[src/rtl/spi_cfg_pkg.sv]
package spi_cfg_pkg;
    localparam int BYTE_W   = 8;
    localparam int DIR_BIT  = 7;
    localparam int SRST_BIT = 5;
    localparam int RW_BIT   = 7;

    typedef enum logic [2:0] {
        ST_IDLE,
        ST_INSTR,
        ST_WDATA,
        ST_RDATA,
        ST_DONE
    } port_state_e;

    function automatic logic [BYTE_W-1:0] reg_default(input int idx);
        logic [BYTE_W-1:0] v;
        v = (idx == 0) ? '0 : BYTE_W'(8'h40 + idx);
        return v;
    endfunction
endpackage

[src/rtl/spi_pin_sync.sv]
module spi_pin_sync #(
    parameter int WIDTH  = 3,
    parameter int STAGES = 2,
    parameter logic [WIDTH-1:0] RST_VAL = '0
) (
    input  logic             clk,
    input  logic             rst,
    input  logic [WIDTH-1:0] pin_i,
    output logic [WIDTH-1:0] pin_o
);
    logic [WIDTH-1:0] stage_q [STAGES];

    generate
        for (genvar s = 0; s < STAGES; s++) begin : g_stage
            always_ff @(posedge clk) begin
                if (rst) begin
                    stage_q[s] <= RST_VAL;
                end else if (s == 0) begin
                    stage_q[s] <= pin_i;
                end else begin
                    stage_q[s] <= stage_q[(s == 0) ? 0 : s-1];
                end
            end
        end
    endgenerate

    assign pin_o = stage_q[STAGES-1];
endmodule

[src/rtl/spi_port_fsm.sv]
module spi_port_fsm
    import spi_cfg_pkg::*;
#(
    parameter int ADDR_W = 5
) (
    input  logic              clk,
    input  logic              rst,
    input  logic              cs_act,
    input  logic              sclk_rise,
    input  logic              sclk_fall,
    input  logic              din,
    output logic [ADDR_W-1:0] rd_addr,
    input  logic [BYTE_W-1:0] rd_data,
    output logic              wr_en,
    output logic [ADDR_W-1:0] wr_addr,
    output logic [BYTE_W-1:0] wr_data,
    output logic              rd_active,
    output logic              dout
);
    localparam int CNT_W = $clog2(BYTE_W);

    port_state_e state_q, state_d;
    logic [CNT_W-1:0]  cnt_q;
    logic [BYTE_W-1:0] instr_q, data_q, rd_sh_q;
    logic [BYTE_W-1:0] instr_nx, data_nx;
    logic              last_bit;

    assign instr_nx = {instr_q[BYTE_W-2:0], din};
    assign data_nx  = {data_q[BYTE_W-2:0], din};
    assign last_bit = sclk_rise && (cnt_q == CNT_W'(BYTE_W-1));
    assign rd_addr  = instr_nx[ADDR_W-1:0];
    assign rd_active = (state_q == ST_RDATA);

    // state register
    always_ff @(posedge clk) begin
        if (rst) state_q <= ST_IDLE;
        else     state_q <= state_d;
    end

    always_comb begin
        state_d = state_q;
        unique case (state_q)
            ST_IDLE:  if (cs_act) state_d = ST_INSTR;
            ST_INSTR: if (last_bit) state_d = instr_nx[RW_BIT] ? ST_RDATA : ST_WDATA;
            ST_WDATA: if (last_bit) state_d = ST_DONE;
            ST_RDATA: if (last_bit) state_d = ST_DONE;
            ST_DONE:  state_d = ST_DONE;
            default:  state_d = ST_IDLE;
        endcase
        if (!cs_act) state_d = ST_IDLE;
    end

    // datapath and outputs
    always_ff @(posedge clk) begin
        if (rst) begin
            cnt_q   <= '0;
            instr_q <= '0;
            data_q  <= '0;
            rd_sh_q <= '0;
            wr_en   <= 1'b0;
            wr_addr <= '0;
            wr_data <= '0;
            dout    <= 1'b0;
        end else begin
            wr_en <= 1'b0;
            if (!cs_act) begin
                cnt_q <= '0;
            end else if (sclk_rise && (state_q == ST_INSTR || state_q == ST_WDATA ||
                                       state_q == ST_RDATA)) begin
                cnt_q <= cnt_q + 1'b1;
            end
            unique case (state_q)
                ST_INSTR: if (cs_act && sclk_rise) begin
                    instr_q <= instr_nx;
                    if (last_bit && instr_nx[RW_BIT]) rd_sh_q <= rd_data;
                end
                ST_WDATA: if (cs_act && sclk_rise) begin
                    data_q <= data_nx;
                    if (last_bit) begin
                        wr_en   <= 1'b1;
                        wr_addr <= instr_q[ADDR_W-1:0];
                        wr_data <= data_nx;
                    end
                end
                ST_RDATA: if (cs_act && sclk_fall) begin
                    dout    <= rd_sh_q[BYTE_W-1];
                    rd_sh_q <= {rd_sh_q[BYTE_W-2:0], 1'b0};
                end
                default: ;
            endcase
        end
    end
endmodule

[src/rtl/spi_reg_file.sv]
module spi_reg_file
    import spi_cfg_pkg::*;
#(
    parameter int ADDR_W    = 5,
    parameter int IMPL_REGS = 8
) (
    input  logic                        clk,
    input  logic                        rst,
    input  logic                        wr_en,
    input  logic [ADDR_W-1:0]           wr_addr,
    input  logic [BYTE_W-1:0]           wr_data,
    input  logic [ADDR_W-1:0]           rd_addr,
    output logic [BYTE_W-1:0]           rd_data,
    output logic [IMPL_REGS*BYTE_W-1:0] regs_flat
);
    logic [BYTE_W-1:0] mem_q [IMPL_REGS];
    logic srst_req;

    assign srst_req = mem_q[0][SRST_BIT];

    generate
        for (genvar i = 0; i < IMPL_REGS; i++) begin : g_reg
            if (i == 0) begin : g_ctrl
                always_ff @(posedge clk) begin
                    if (rst) begin
                        mem_q[i] <= reg_default(i);
                    end else if (wr_en && wr_addr == ADDR_W'(i)) begin
                        mem_q[i] <= wr_data;
                    end else if (srst_req) begin
                        mem_q[i][SRST_BIT] <= 1'b0;
                    end
                end
            end else begin : g_plain
                always_ff @(posedge clk) begin
                    if (rst || srst_req) begin
                        mem_q[i] <= reg_default(i);
                    end else if (wr_en && wr_addr == ADDR_W'(i)) begin
                        mem_q[i] <= wr_data;
                    end
                end
            end
            assign regs_flat[i*BYTE_W +: BYTE_W] = mem_q[i];
        end
    endgenerate

    always_comb begin
        rd_data = '0;
        for (int k = 0; k < IMPL_REGS; k++) begin
            if (rd_addr == ADDR_W'(k)) rd_data = mem_q[k];
        end
    end
endmodule

[src/rtl/spi_cfg_port.sv]
module spi_cfg_port
    import spi_cfg_pkg::*;
#(
    parameter int NUM_ADDR    = 32,
    parameter int IMPL_REGS   = 8,
    parameter int SYNC_STAGES = 2
) (
    input  logic                        clk,
    input  logic                        rst,
    input  logic                        csb,
    input  logic                        sclk,
    input  logic                        sdio_i,
    output logic                        sdio_o,
    output logic                        sdio_oe,
    output logic                        sdo_o,
    output logic                        sdo_oe,
    output logic [IMPL_REGS*BYTE_W-1:0] regs_o
);
    localparam int ADDR_W = $clog2(NUM_ADDR);

    logic [2:0] pins_s;
    logic       csb_s, sclk_s, sdio_s, sclk_d;
    logic       cs_act, sclk_rise, sclk_fall;
    logic [ADDR_W-1:0] rd_addr, wr_addr;
    logic [BYTE_W-1:0] rd_data, wr_data;
    logic       wr_en, rd_active, dout, three_wire;

    spi_pin_sync #(.WIDTH(3), .STAGES(SYNC_STAGES), .RST_VAL(3'b100)) u_sync (
        .clk  (clk),
        .rst  (rst),
        .pin_i({csb, sclk, sdio_i}),
        .pin_o(pins_s)
    );

    assign {csb_s, sclk_s, sdio_s} = pins_s;

    always_ff @(posedge clk) begin
        if (rst) sclk_d <= 1'b0;
        else     sclk_d <= sclk_s;
    end

    assign cs_act    = ~csb_s;
    assign sclk_rise = sclk_s & ~sclk_d;
    assign sclk_fall = ~sclk_s & sclk_d;

    spi_port_fsm #(.ADDR_W(ADDR_W)) u_fsm (
        .clk      (clk),
        .rst      (rst),
        .cs_act   (cs_act),
        .sclk_rise(sclk_rise),
        .sclk_fall(sclk_fall),
        .din      (sdio_s),
        .rd_addr  (rd_addr),
        .rd_data  (rd_data),
        .wr_en    (wr_en),
        .wr_addr  (wr_addr),
        .wr_data  (wr_data),
        .rd_active(rd_active),
        .dout     (dout)
    );

    spi_reg_file #(.ADDR_W(ADDR_W), .IMPL_REGS(IMPL_REGS)) u_regs (
        .clk      (clk),
        .rst      (rst),
        .wr_en    (wr_en),
        .wr_addr  (wr_addr),
        .wr_data  (wr_data),
        .rd_addr  (rd_addr),
        .rd_data  (rd_data),
        .regs_flat(regs_o)
    );

    assign three_wire = regs_o[DIR_BIT];
    assign sdio_o  = dout;
    assign sdo_o   = dout;
    assign sdio_oe = rd_active & three_wire;
    assign sdo_oe  = rd_active & ~three_wire;
endmodule

[config.mk]
export PLATFORM = sky130hd
export DESIGN_NAME = spi_cfg_port
export DESIGN_NICKNAME = d
export VERILOG_FILES = /design/src/rtl/spi_cfg_pkg.sv /design/src/rtl/spi_pin_sync.sv /design/src/rtl/spi_port_fsm.sv /design/src/rtl/spi_reg_file.sv /design/src/rtl/spi_cfg_port.sv
export SDC_FILE = /design/constraint.sdc
export NUM_CORES = 1
export LEC_CHECK = 0
export CORE_AREA = 4 4 107 89
export CTS_CLUSTER_DIAMETER = 50
export CTS_CLUSTER_SIZE = 10
export DETAILED_ROUTE_END_ITERATION = 10
export DIE_AREA = 0 0 111 93
export DONT_BUFFER_PORTS = 1
export PLACE_DENSITY = 0.76
export SETUP_SLACK_MARGIN = 0.15
export SLEW_MARGIN = 30
export SYNTH_ARGS = -nofsm -noshare
export SYNTH_HDL_FRONTEND = slang
export SYNTH_HIERARCHICAL = 1
export SYNTH_SLANG_ARGS = --single-unit
[constraint.sdc]
create_clock -name clk -period 2.25 [get_ports clk]
set_input_delay 0.45 -clock clk [delete_from_list [all_inputs] [get_ports clk]]
set_output_delay 0.45 -clock clk [all_outputs]
set_load 0.005 [all_outputs]
==> Flow_metrics.wiki, run 1 <==
{| class="wikitable"
! Metric !! Value
|-
| Via count || 3,747
|-
| CTS Root Buffer Type || sky130_fd_sc_hd__clkbuf_8
|-
| Unrepaired setup endpoints after global routing || true
|-
| Synth warn || 6
|-
| Final hold violation count || 0
|-
| Total cell area at the placement stage || 5310 µm²
|-
| Number of nets with antenna violations after routing || 0
|-
| R2R Path Start || u_fsm/instr_q[0]$_SDFFE_PP0P_
|-
| CP cell instances || buf_6, mux2i_2, o21a_1, o21ai_0, a221o_1, and2_1, a221oi_1, nor3_1
|-
| Chip Height || 93 µm
|-
| Max Root-Sink Buffers || 2
|-
| DRC errors left || 0
|-
| Peak Freq || 497 MHz
|-
| Avg Cell Area, Syn || 11.1 µm²
|-
| Final Cell Area || 6000 µm²
|-
| Width of the die || 111 µm
|-
| Count of buffer and inverter cells on the critical path || 1
|-
| Average routed wire per standard cell || 21.4 µm
|-
| Layout-stage area growth over the synthesis result || 15.4%
|-
| DPL Wire Length || 8660 µm
|-
| Global-route total usage across every layer || 26.0%
|-
| Final cell utilization of the core || 71.7%
|-
| Largest vdd supply drop || 0.000549 V
|-
| Antenna violations before repair || 0
|-
| Worst-skew pair later-pin latency || 0.52 ns
|-
| Outcome || finished, final reports clean
|-
| Count of flip-flops with a built-in enable after synthesis || 64
|-
| Power density relative to cell area || 860 nW/µm²
|-
| Count of pins on the block boundary || 73
|-
| CP required || 2.65 ns
|-
| Ranking of synthesized cells by area || sky130_fd_sc_hd__edfxtp_1, sky130_fd_sc_hd__dfxtp_1, sky130_fd_sc_hd__and2_1, sky130_fd_sc_hd__mux2i_1, sky130_fd_sc_hd__nor2_1
|-
| DRC violation total after the first TritonRoute iteration || 299
|-
| Library cell with the largest summed area after synthesis || sky130_fd_sc_hd__edfxtp_1
|-
| Final setup violation count || 0
|-
| Post-synth top area share || 37.0%
|-
| Multi-input gate area || 2100 µm²
|-
| Worst setup path start || u_fsm/instr_q[0]$_SDFFE_PP0P_
|-
| Sum Neg Setup Slack || 0 ns
|-
| Number of cells in the design after placement || 569
|-
| Clock input transition at the sequential cells of the worst setup and hold paths || 0.06 ns
|-
| Max stage delay on crit path || 0.35 ns
|-
| Routed WL || 12,900 µm
|-
| Worst-path cell with the longest stage delay || sky130_fd_sc_hd__dfxtp_1
|-
| Number of storage elements in the synthesis netlist || 114
|-
| Total leakage power || 0.00202 µW
|-
| Area occupied by registers || 2930 µm²
|-
| Clock net sink count || 114
|-
| Routed vias/inst || 6.20
|-
| Final #Nets || 486
|-
| Most numerous cell types in the synthesized netlist || sky130_fd_sc_hd__edfxtp_1, sky130_fd_sc_hd__and2_1, sky130_fd_sc_hd__dfxtp_1
|-
| Worst hold path type || primary input to flip-flop
|-
| Top delay family on crit path || compound AO/OA/AOI/OAI gates
|-
| Remaining global-route overflow || 0
|-
| CTS tree || built
|-
| Cell variety after synth || 50
|-
| Total clock buffers created by CTS || 17
|-
| DRT Pass-1 Iters || 5
|-
| Synthesized instance count || 470
|-
| Row Count || 30
|-
| Minimum period implied by the final worst setup slack || 2.01 ns
|-
| Largest net degree at the start of global routing || 41
|-
| Number of pins with negative max-slew slack in the final report || 0
|-
| Number of cells in the finished layout apart from fillers || 604
|-
| Category of the critical setup timing path || flip-flop to flip-flop
|-
| Maximum fanout count along the critical path || 16
|-
| Area of the core region || 8370 µm²
|-
| Fill count || 591
|-
| IO buf count || 0
|-
| Arrival time of data at the critical path endpoint || 2.41 ns
|-
| Global-route wire length before repair || 20,300 µm
|-
| Syn Std Cell Area || 5200 µm²
|-
| Die footprint || 10,300 µm²
|-
| Sequential fraction of the synthesis area || 56.2%
|-
| Antenna diode count || 0
|-
| Type of element capturing the critical path || flip-flop
|-
| Worst-case clock skew || 0.00622 ns
|-
| Kind of launch point of the worst setup path || flip-flop
|-
| Max-Slew Margin vs Limit || 62.8%
|-
| Effective utilization at floorplan || 62.1%
|-
| Number of levels the H-tree was split into || 4
|-
| Final cycle utilization of the critical path || 89.4%
|-
| Fraction of final layout cells with drive strength greater than 1 || 15.0%
|-
| Hold path startpoint || csb
|-
| Slew at the pin closest to its max-slew limit || 0.557 ns
|-
| Synth Flop Type || sky130_fd_sc_hd__edfxtp_1
|-
| Placer Congestion || 0.948
|-
| Syn_nets || 477
|-
| Most instantiated library cell after synthesis || sky130_fd_sc_hd__edfxtp_1
|-
| Number of max-capacitance violations reported || 0
|-
| Number of global-route vias before repair || 3,673
|-
| Share of flip-flops with an asynchronous set or reset after synthesis || 0%
|}
## layout make-up
type | instances | share of cell area, %
sequential | 114 | 48.7
timing repair buffer | 22 | 3.06
multi-input combinational | 319 | 35.0
inverter | 5 | 0.333
tap | 112 | 2.33
clock buffer | 22 | 8.61
clock inverter | 10 | 1.96
## worst register-to-register path: cells and delay by family (launching register included)
kind / cells / cell delay, ns
AO/OA/AOI/OAI: 4 / 0.86
buffers and inverters: 1 / 0.20
flip-flops: 1 / 0.35
AND/OR/NAND/NOR: 2 / 0.20
multiplexers: 1 / 0.29
## cells in the final DEF (no fill, tap or decap), types with 4 or more instances in the layout
cell,n
sky130_fd_sc_hd__a21oi_1,24
sky130_fd_sc_hd__a221o_1,5
sky130_fd_sc_hd__a221oi_1,8
sky130_fd_sc_hd__a22oi_1,10
sky130_fd_sc_hd__and2_1,54
sky130_fd_sc_hd__buf_4,19
sky130_fd_sc_hd__clkbuf_16,19
sky130_fd_sc_hd__dfxtp_1,48
sky130_fd_sc_hd__edfxtp_1,64
sky130_fd_sc_hd__inv_1,4
sky130_fd_sc_hd__mux2i_1,23
sky130_fd_sc_hd__mux4_2,4
sky130_fd_sc_hd__nand2_1,23
sky130_fd_sc_hd__nand2b_1,10
sky130_fd_sc_hd__nand3_1,17
sky130_fd_sc_hd__nand3b_1,9
sky130_fd_sc_hd__nor2_1,35
sky130_fd_sc_hd__nor2b_1,9
sky130_fd_sc_hd__nor3_1,17
sky130_fd_sc_hd__o21a_1,5
sky130_fd_sc_hd__o21ai_0,11
sky130_fd_sc_hd__or3_1,17
## kinds of logic after synthesis
family / synth area share (%)
adder cells (fa/ha/maj): 0.481
AO/OA/AOI/OAI: 8.78
AND/OR/NAND/NOR: 23.8
buffers and inverters: 3.75
multiplexers: 6.79
XOR/XNOR: 0.168
flip-flops: 56.2
## flip-flops by register name, indices dropped and copies added, names as in the netlist
name            count
u_regs/mem_q       64
u_fsm/wr_data       8
u_fsm/dout          1
sclk_d              1
u_fsm/rd_sh_q       8
u_fsm/state_q       3
u_fsm/instr_q       7
u_fsm/data_q        7
u_sync/stage_q      6
u_fsm/wr_en         1
u_fsm/cnt_q         3
u_fsm/wr_addr       5
## power by group
group | internal, µW | switching, µW
Clock | 1830 | 924
Combinational | 53.4 | 77.0
Sequential | 2240 | 37.9
Total | 4120 | 1040
## routing by layer
| layer | GRT usage [%] | wire length, µm | vias to the layer above |
|---|---|---|---|
| met5 | 0 | 0 | - |
| met1 | 35.3 | 5290 | 1788 |
| met2 | 38.0 | 5800 | 223 |
| met3 | 10.2 | 1650 | 13 |
| met4 | 9.54 | 177 | 0 |
| li1 | - | - | 1723 |
## path summary, 6_finish.rpt
check,slack [ns],cells past startpoint,to
max,0.24,8,u_fsm/rd_sh_q[4]$_SDFFE_PP0P_
min,0.03,1,u_sync/stage_q[0][2]$_SDFF_PP1_
max reg2reg,0.24,8,u_fsm/rd_sh_q[4]$_SDFFE_PP0P_
min reg2reg,0.40,1,u_sync/stage_q[1][2]$_SDFF_PP1_
## repair_timing
action,4_1_cts,5_1_grt
endpoints found under the setup margin,2,6
pin swaps,0,0
hold buffers,2,0
resized for setup,1,7
setup buffers,1,0
hold endpoints to repair,40,0
## through the flow
step	power [µW]	worst slack, ns	hold slack [ns]
2_1_floorplan	2390	0.209	0.383
3_3_place_gp	2430	0.254	0.388
3_5_place_dp	2430	0.233	0.392
4_1_cts	5190	0.195	0.0106
5_1_grt	5340	0.0850	0.00697
6_report	5160	0.239	0.0306
(Power assumes the default switching activity.)
==> run 2, diff against run 1 <==
- REMOVE_ABC_BUFFERS: not set -> 1
==> run 2 against run 1 <==
Against the previous run: the run now ends with DRC left; first-iteration DRC count increased by 50%; routed wire length increased by 4.2%; sequential share of layout area decreased by 0.27 points; via count increased by 2.9%; critical path type unchanged; critical endpoint is now u_fsm/rd_sh_q[6]$_SDFFE_PP0P_; largest cell class unchanged.
==> Flow_metrics.wiki, run 2 (same netlist as run 1, synthesis figures left out) <==
{| class="wikitable"
! Metric !! Value
|-
| Outcome || finished, violations left
|-
| Violated checks || DRC
|-
| Worst-case clock skew || 0.00755 ns (+0.00133 ns)
|-
| Clock net sink count || 114 (unchanged)
|-
| R2R setup slack || 0.18 ns (-0.06 ns)
|-
| Number of global-route vias before repair || 3,506 (-4.5%)
|-
| Routed vias/inst || 6.35 (+2.4%)
|-
| Count of pins on the block boundary || 73 (unchanged)
|-
| DRC violation total after the first TritonRoute iteration || 449 (+50%)
|-
| Width of the die || 111 µm (unchanged)
|-
| Category of the critical setup timing path || flip-flop to flip-flop
|-
| Effective utilization at floorplan || 62.1% (unchanged)
|-
| Registers with the most flip-flops || u_regs/mem_q x64, u_fsm/rd_sh_q x8, u_fsm/wr_data x8
|-
| Most frequent cells in the layout || sky130_fd_sc_hd__edfxtp_1, sky130_fd_sc_hd__and2_1, sky130_fd_sc_hd__dfxtp_1, sky130_fd_sc_hd__nor2_1
|-
| Top delay family on crit path || compound AO/OA/AOI/OAI gates
|-
| Worst hold path type || primary input to flip-flop
|-
| Power density relative to cell area || 863 nW/µm² (+0.42%)
|-
| Slew at the pin closest to its max-slew limit || 0.568 ns (+0.0109 ns)
|-
| Area of the core region || 8370 µm² (unchanged)
|-
| Clock input transition at the sequential cells of the worst setup and hold paths || 0.06 ns (about the same)
|-
| CP cell instances || buf_12, and3b_2, a22oi_1, o21ai_0, a221o_1, and2_1, a221oi_1, nor3_1
|-
| Global-route wire length before repair || 20,600 µm (+1.4%)
|-
| IO buf count || 0 (unchanged)
|-
| Number of nets with antenna violations after routing || 0 (unchanged)
|-
| Final cycle utilization of the critical path || 92.1% (+2.8 points)
|-
| Combinational Power Share || 2.7% (+0.2 points)
|-
| Row Count || 30 (unchanged)
|-
| Kind of launch point of the worst setup path || flip-flop
|-
| Minimum period implied by the final worst setup slack || 2.07 ns (+0.0623 ns)
|-
| Via count || 3,855 (+2.9%)
|-
| Max-Slew Margin vs Limit || 62.0% (-0.73 points)
|-
| Most common library cell in the layout ignoring fill and taps || sky130_fd_sc_hd__edfxtp_1
|-
| Total clock buffers created by CTS || 17 (unchanged)
|-
| Sum Neg Setup Slack || 0 ns (unchanged)
|-
| Clock share of power || 53.7% (+0.3 points)
|-
| Internal power summed over all cells || 4130 µW (+0.21%)
|-
| Critical path depth in cells || 8 (unchanged)
|-
| Type of element capturing the critical path || flip-flop
|-
| Total leakage power || 0.00204 µW (+0.91%)
|-
| Max stage delay on crit path || 0.35 ns (about the same)
|-
| Number of max-capacitance violations reported || 0 (unchanged)
|-
| Number of levels the H-tree was split into || 4 (unchanged)
|-
| Placer Congestion || 0.854 (-9.9%)
|-
| Largest vdd supply drop || 0.000818 V (+49%)
|-
| Switching power || 1080 µW (+3.6%)
|-
| Peak Freq || 482 MHz (-3.0%)
|-
| Sw frac || 20.7% (+0.55 points)
|-
| DPL Wire Length || 8830 µm (+2.0%)
|-
| DRT Pass-1 Iters || 8 (+3)
|-
| Fraction of final layout cells with drive strength greater than 1 || 14.7% (-0.29 points)
|-
| Register with the most flip-flops || u_regs/mem_q
|-
| Arrival time of data at the critical path endpoint || 2.49 ns (+0.08 ns)
|-
| Depth of the most critical reg-to-reg path || 8 (unchanged)
|-
| Unrepaired setup endpoints after global routing || true
|-
| Final #Nets || 489 (+0.62%)
|-
| Layout-stage area growth over the synthesis result || 16.0%
|-
| DRC errors left || 2 (+2)
|-
| Global-route total usage across every layer || 26.8% (+0.75 points)
|-
| Largest net degree at the start of global routing || 45 (+9.8%)
|-
| CP required || 2.66 ns (about the same)
|-
| CTS Root Buffer Type || sky130_fd_sc_hd__clkbuf_8
|-
| Count of buffer and inverter cells on the critical path || 1 (unchanged)
|-
| Max Root-Sink Buffers || 2 (unchanged)
|-
| Max FFs per register || 64 (unchanged)
|-
| Routed WL || 13,500 µm (+4.2%)
|-
| Antenna violations before repair || 0 (unchanged)
|-
| Worst-path cell with the longest stage delay || sky130_fd_sc_hd__a221o_1
|-
| Average routed wire per standard cell || 22.2 µm (+3.7%)
|-
| Chip Height || 93 µm (unchanged)
|-
| Final setup violation count || 0 (unchanged)
|-
| Final hold violation count || 0 (unchanged)
|-
| Worst-skew pair later-pin latency || 0.53 ns (about the same)
|-
| Maximum fanout count along the critical path || 35 (+19)
|-
| Die footprint || 10,300 µm² (unchanged)
|-
| Antenna diode count || 0 (unchanged)
|-
| Remaining global-route overflow || 0 (unchanged)
|-
| Number of pins with negative max-slew slack in the final report || 0 (unchanged)
|-
| Post-route total power || 5210 µW (+0.90%)
|-
| Register share of total power || 43.7% (-0.4 points)
|-
| CTS tree || built
|-
| Number of cells traversed by the worst hold path || 1 (unchanged)
|}
-- run 2: cell types whose count changed in the layout (fill, tap and decap cells not counted), sizes merged --
cell         delta
buf             +2
inv             +3
clkinv          -2
dlygate4sd3     +1
clkinvlp        -1
-- run 2: path summary, 6_finish.rpt --
path | to | from
hold / removal | u_sync/stage_q[0][1]$_SDFF_PP0_ | sclk
setup reg to reg | u_fsm/rd_sh_q[6]$_SDFFE_PP0P_ | u_sync/stage_q[1][0]$_SDFF_PP0_
setup / recovery | u_fsm/rd_sh_q[6]$_SDFFE_PP0P_ | u_sync/stage_q[1][0]$_SDFF_PP0_
hold reg to reg | u_sync/stage_q[1][2]$_SDFF_PP1_ | u_sync/stage_q[0][2]$_SDFF_PP1_
-- run 2: metrics by stage --
stage / hold slack, ns / cells / cell area (µm²) / setup WS [ns] / util (%)
after global routing: 0.0649 / 607 / 6030 / 0.142 / 72.1
after CTS: 0.0319 / 604 / 5990 / 0.172 / 71.6
after detailed placement: 0.395 / 569 / 5320 / 0.209 / 63.5
after floorplan: 0.383 / 438 / 5020 / 0.0724 / -
final: 0.0530 / 607 / 6030 / 0.177 / 72.1
after global placement: 0.391 / 569 / 5320 / 0.272 / 63.5
-- run 2: final cells by class --
| cell class | count | area [µm²] |
|---|---|---|
| multi-input combinational | 319 | 2090 |
| clock buffer | 22 | 518 |
| timing repair buffer | 25 | 221 |
| fill | 573 | 2340 |
| sequential | 114 | 2920 |
| inverter | 5 | 22.5 |
| tap | 112 | 140 |
| clock inverter | 10 | 113 |
-- run 2: metal layers --
| metal | vias to the layer above | wire, µm | track usage [%] |
|---|---|---|---|
| li1 | 1729 | - | - |
| met1 | 1856 | 5280 | 35.7 |
| met2 | 235 | 6210 | 39.4 |
| met3 | 35 | 1620 | 9.38 |
| met4 | 0 | 356 | 12.4 |
| met5 | - | 0 | 0 |
-- run 2: power groups by stage --
stage,registers [µW],logic [µW],clock network (µW)
2_1_floorplan,2310,68.1,0
3_3_place_gp,2320,112,0
3_5_place_dp,2320,115,0
4_1_cts,2270,136,2820
5_1_grt,2280,149,2920
6_report,2270,139,2790
-- run 2: repair_timing --
action / 4_1_cts / 5_1_grt
gates resized for setup: 0 / 8
hold endpoints to repair: 45 / 0
hold buffers: 3 / 0
buffers inserted: 0 / 3
setup endpoints to repair: 0 / 9
==> run 3, diff against run 2 <==
- ABC_AREA: not set -> 1
- CAP_MARGIN: not set -> 20
- PLACE_DENSITY: 0.76 -> 0.77
==> run 3 against run 2 <==
Against the previous run: the flow now finishes without violations; sequential share of layout area grew 0.97 points; maximum frequency increased by 4.8%; final cell count rose by 18%; clock skew rose by 0.0016 ns; flip-flop and latch count stayed put; count of clock-buffer cells in the layout up 4; highest routed layer unchanged.
==> Flow_metrics.wiki, run 3 <==
{| class="wikitable"
! Metric !! Value
|-
| Number of global-route vias before repair || 3,971 (+13%)
|-
| Max FFs per register || 64 (unchanged)
|-
| Outcome || finished, final reports clean
|-
| Synthesized instance count || 587 (+25%)
|-
| Global-route total usage across every layer || 26.3% (-0.45 points)
|-
| Count of flip-flops with a built-in enable after synthesis || 64 (unchanged)
|-
| IO buf count || 0 (unchanged)
|-
| Register with the most flip-flops || u_regs/mem_q
|-
| Clock net sink count || 114 (unchanged)
|-
| Sum Neg Setup Slack || 0 ns (unchanged)
|-
| Category of the critical setup timing path || flip-flop to output pin
|-
| Largest vdd supply drop || 0.000659 V (-20%)
|-
| Unrepaired setup endpoints after global routing || true
|-
| Maximum fanout count along the critical path || 11 (-69%)
|-
| Global-route wire length before repair || 20,600 µm (about the same)
|-
| Width of the die || 111 µm (unchanged)
|-
| Number of storage elements in the synthesis netlist || 114 (unchanged)
|-
| Number of max-capacitance violations reported || 0 (unchanged)
|-
| Routed WL || 13,000 µm (-3.4%)
|-
| Area of the core region || 8370 µm² (unchanged)
|-
| Number of levels the H-tree was split into || 4 (unchanged)
|-
| Top Metal Used || met4
|-
| Number of nets with antenna violations after routing || 0 (unchanged)
|-
| Layout-stage area growth over the synthesis result || 13.5%
|-
| Total cell area at the placement stage || 5230 µm² (-1.6%)
|-
| Worst-skew pair later-pin latency || 0.53 ns (about the same)
|-
| DRT Pass-1 Iters || 5 (-3)
|-
| Met2 WL post-DR || 5940 µm (-4.4%)
|-
| Placer Congestion || 0.911 (+6.7%)
|-
| DRC errors left || 0 (-2)
|-
| Max-Slew Margin vs Limit || 42.5% (-20 points)
|-
| Number of pins with negative max-slew slack in the final report || 0 (unchanged)
|-
| Worst hold path type || primary input to flip-flop
|-
| CTS Root Buffer Type || sky130_fd_sc_hd__clkbuf_8
|-
| Met3 routed wirelength || 1650 µm (+1.8%)
|-
| Final #Nets || 598 (+22%)
|-
| Most frequent cells in the layout || sky130_fd_sc_hd__nand2_1, sky130_fd_sc_hd__nor2_1, sky130_fd_sc_hd__edfxtp_1, sky130_fd_sc_hd__inv_1, sky130_fd_sc_hd__dfxtp_1
|-
| Avg Cell Area, Syn || 8.89 µm² (-20%)
|-
| Count of pins on the block boundary || 73 (unchanged)
|-
| Sum of routed wire segments on met1 || 5030 µm (-4.6%)
|-
| Arrival time of data at the critical path endpoint || 1.53 ns (-0.96 ns)
|-
| Registers with the most flip-flops || u_regs/mem_q x64, u_fsm/rd_sh_q x8, u_fsm/wr_data x8
|-
| Routed vias/inst || 5.77 (-9.2%)
|-
| Antenna diode count || 0 (unchanged)
|-
| Clock input transition at the sequential cells of the worst setup and hold paths || 0.05 ns (about the same)
|-
| Average routed wire per standard cell || 18.2 µm (-18%)
|-
| DPL Wire Length || 8930 µm (+1.1%)
|-
| Final hold violation count || 0 (unchanged)
|-
| Total clock buffers created by CTS || 17 (unchanged)
|-
| Largest net degree at the start of global routing || 26 (-42%)
|-
| Synth Flop Type || sky130_fd_sc_hd__edfxtp_1
|-
| Power density relative to cell area || 881 nW/µm² (+2.0%)
|-
| Remaining global-route overflow || 0 (unchanged)
|-
| Kind of launch point of the worst setup path || flip-flop
|-
| Peak Freq || 506 MHz (+4.8%)
|-
| Most instantiated library cell after synthesis || sky130_fd_sc_hd__nand2_1
|-
| Post-synth top area share || 36.8% (-0.13 points)
|-
| CP required || 1.80 ns (-0.86 ns)
|-
| Die footprint || 10,300 µm² (unchanged)
|-
| Effective utilization at floorplan || 62.3% (+0.22 points)
|-
| Sequential fraction of the synthesis area || 56.0% (-0.20 points)
|-
| CTS tree || built
|-
| Minimum period implied by the final worst setup slack || 1.98 ns (-0.0956 ns)
|-
| Fraction of final layout cells with drive strength greater than 1 || 17.4% (+2.6 points)
|-
| Final setup violation count || 0 (unchanged)
|-
| Library cell with the largest summed area after synthesis || sky130_fd_sc_hd__edfxtp_1
|-
| Share of flip-flops with an asynchronous set or reset after synthesis || 0% (unchanged)
|-
| Most common library cell in the layout ignoring fill and taps || sky130_fd_sc_hd__nand2_1
|-
| Slew at the pin closest to its max-slew limit || 0.860 ns (+0.292 ns)
|-
| Total leakage power || 0.00221 µW (+8.1%)
|-
| Syn Std Cell Area || 5220 µm² (+0.36%)
|-
| Final Cell Area || 5920 µm² (-1.8%)
|-
| DRC violation total after the first TritonRoute iteration || 477 (+6.2%)
|-
| Worst-case clock skew || 0.00919 ns (+0.00164 ns)
|-
| Row Count || 30 (unchanged)
|-
| Cell variety after synth || 32 (-36%)
|-
| Final cycle utilization of the critical path || 87.9% (-4.2 points)
|-
| Max Root-Sink Buffers || 2 (unchanged)
|-
| Type of element capturing the critical path || output pin
|-
| Ranking of synthesized cells by area || sky130_fd_sc_hd__edfxtp_1, sky130_fd_sc_hd__dfxtp_1, sky130_fd_sc_hd__nand2_1, sky130_fd_sc_hd__nor2_1, sky130_fd_sc_hd__nand4_1
|-
| Antenna violations before repair || 0 (unchanged)
|-
| Chip Height || 93 µm (unchanged)
|-
| Most numerous cell types in the synthesized netlist || sky130_fd_sc_hd__nand2_1, sky130_fd_sc_hd__nor2_1, sky130_fd_sc_hd__edfxtp_1
|-
| Synth warn || 6 (unchanged)
|-
| Via count || 4,131 (+7.2%)
|}
==> run 3: path summary, 6_finish.rpt <==
kind	slack (ns)	endpoint	depth (start not counted)	startpoint
min	0.03	u_sync/stage_q[0][1]$_SDFF_PP0_	2	sclk
min reg2reg	0.40	u_sync/stage_q[1][0]$_SDFF_PP0_	2	u_sync/stage_q[0][0]$_SDFF_PP0_
max reg2reg	0.33	u_fsm/rd_sh_q[4]$_SDFFE_PP0P_	11	u_fsm/instr_q[1]$_SDFFE_PP0P_
max	0.27	sdo_oe	4	u_fsm/state_q[1]$_SDFFE_PP0P_
==> run 3: final cells by class <==
type,count,area [µm²]
sequential,114,2930
fill,599,2450
multi-input combinational,383,1910
clock buffer,26,552
inverter,69,262
tap,112,140
clock inverter,6,85.1
timing repair buffer,6,50.0
==> run 3: report_power, final <==
part / switching [µW] / internal [µW] / leakage (µW)
clock network: 924 / 1890 / 0.000317
registers: 37.4 / 2240 / 0.00102
logic: 89.6 / 30.8 / 0.000870
total: 1050 / 4160 / 0.00221
==> run 3: metal layers <==
metal	vias to the layer above	global-route usage (%)
met5	-	0
met4	0	11.0
met3	37	9.25
met2	248	41.9
met1	1915	32.9
li1	1931	-
==> run 3: cells by family after synthesis <==
| family | synth area share, % |
|---|---|
| AOI/OAI and AO/OA | 5.61 |
| xor gates and xnor gates | 0.168 |
| adders and majority gates | 0.479 |
| buffers and inverters | 7.98 |
| DFF | 56.0 |
| and+or+nand+nor | 29.8 |
==> run 3: what timing repair did <==
action | 4_1_cts | 5_1_grt
buffers inserted | 0 | 0
cloned | 0 | 1
pin swaps | 0 | 1
hold endpoints to repair | 22 | 0
resized for setup | 1 | 6
hold buffers | 2 | 0
endpoints found under the setup margin | 8 | 8
==> run 3: worst max-delay path, cell delays in order, from the launching register on <==
cell                      delay, ns
sky130_fd_sc_hd__dfxtp_1       0.48
sky130_fd_sc_hd__nand2_2       0.15
sky130_fd_sc_hd__nor2_8        0.20
sky130_fd_sc_hd__inv_1         0.06
sky130_fd_sc_hd__nor2_1        0.12
==> run 3: per-stage QoR <==
stage	std cells	power, µW	setup WS (ns)	util [%]	hold WS, ns
after global routing	716	5360	0.134	70.7	0.0318
after detailed placement	681	2430	0.0485	62.5	0.398
final	716	5210	0.272	70.7	0.0277
after CTS	715	5230	0.224	70.4	0.0107
after floorplan	565	2380	0.409	-	0.386
after global placement	681	2420	0.146	62.5	0.392
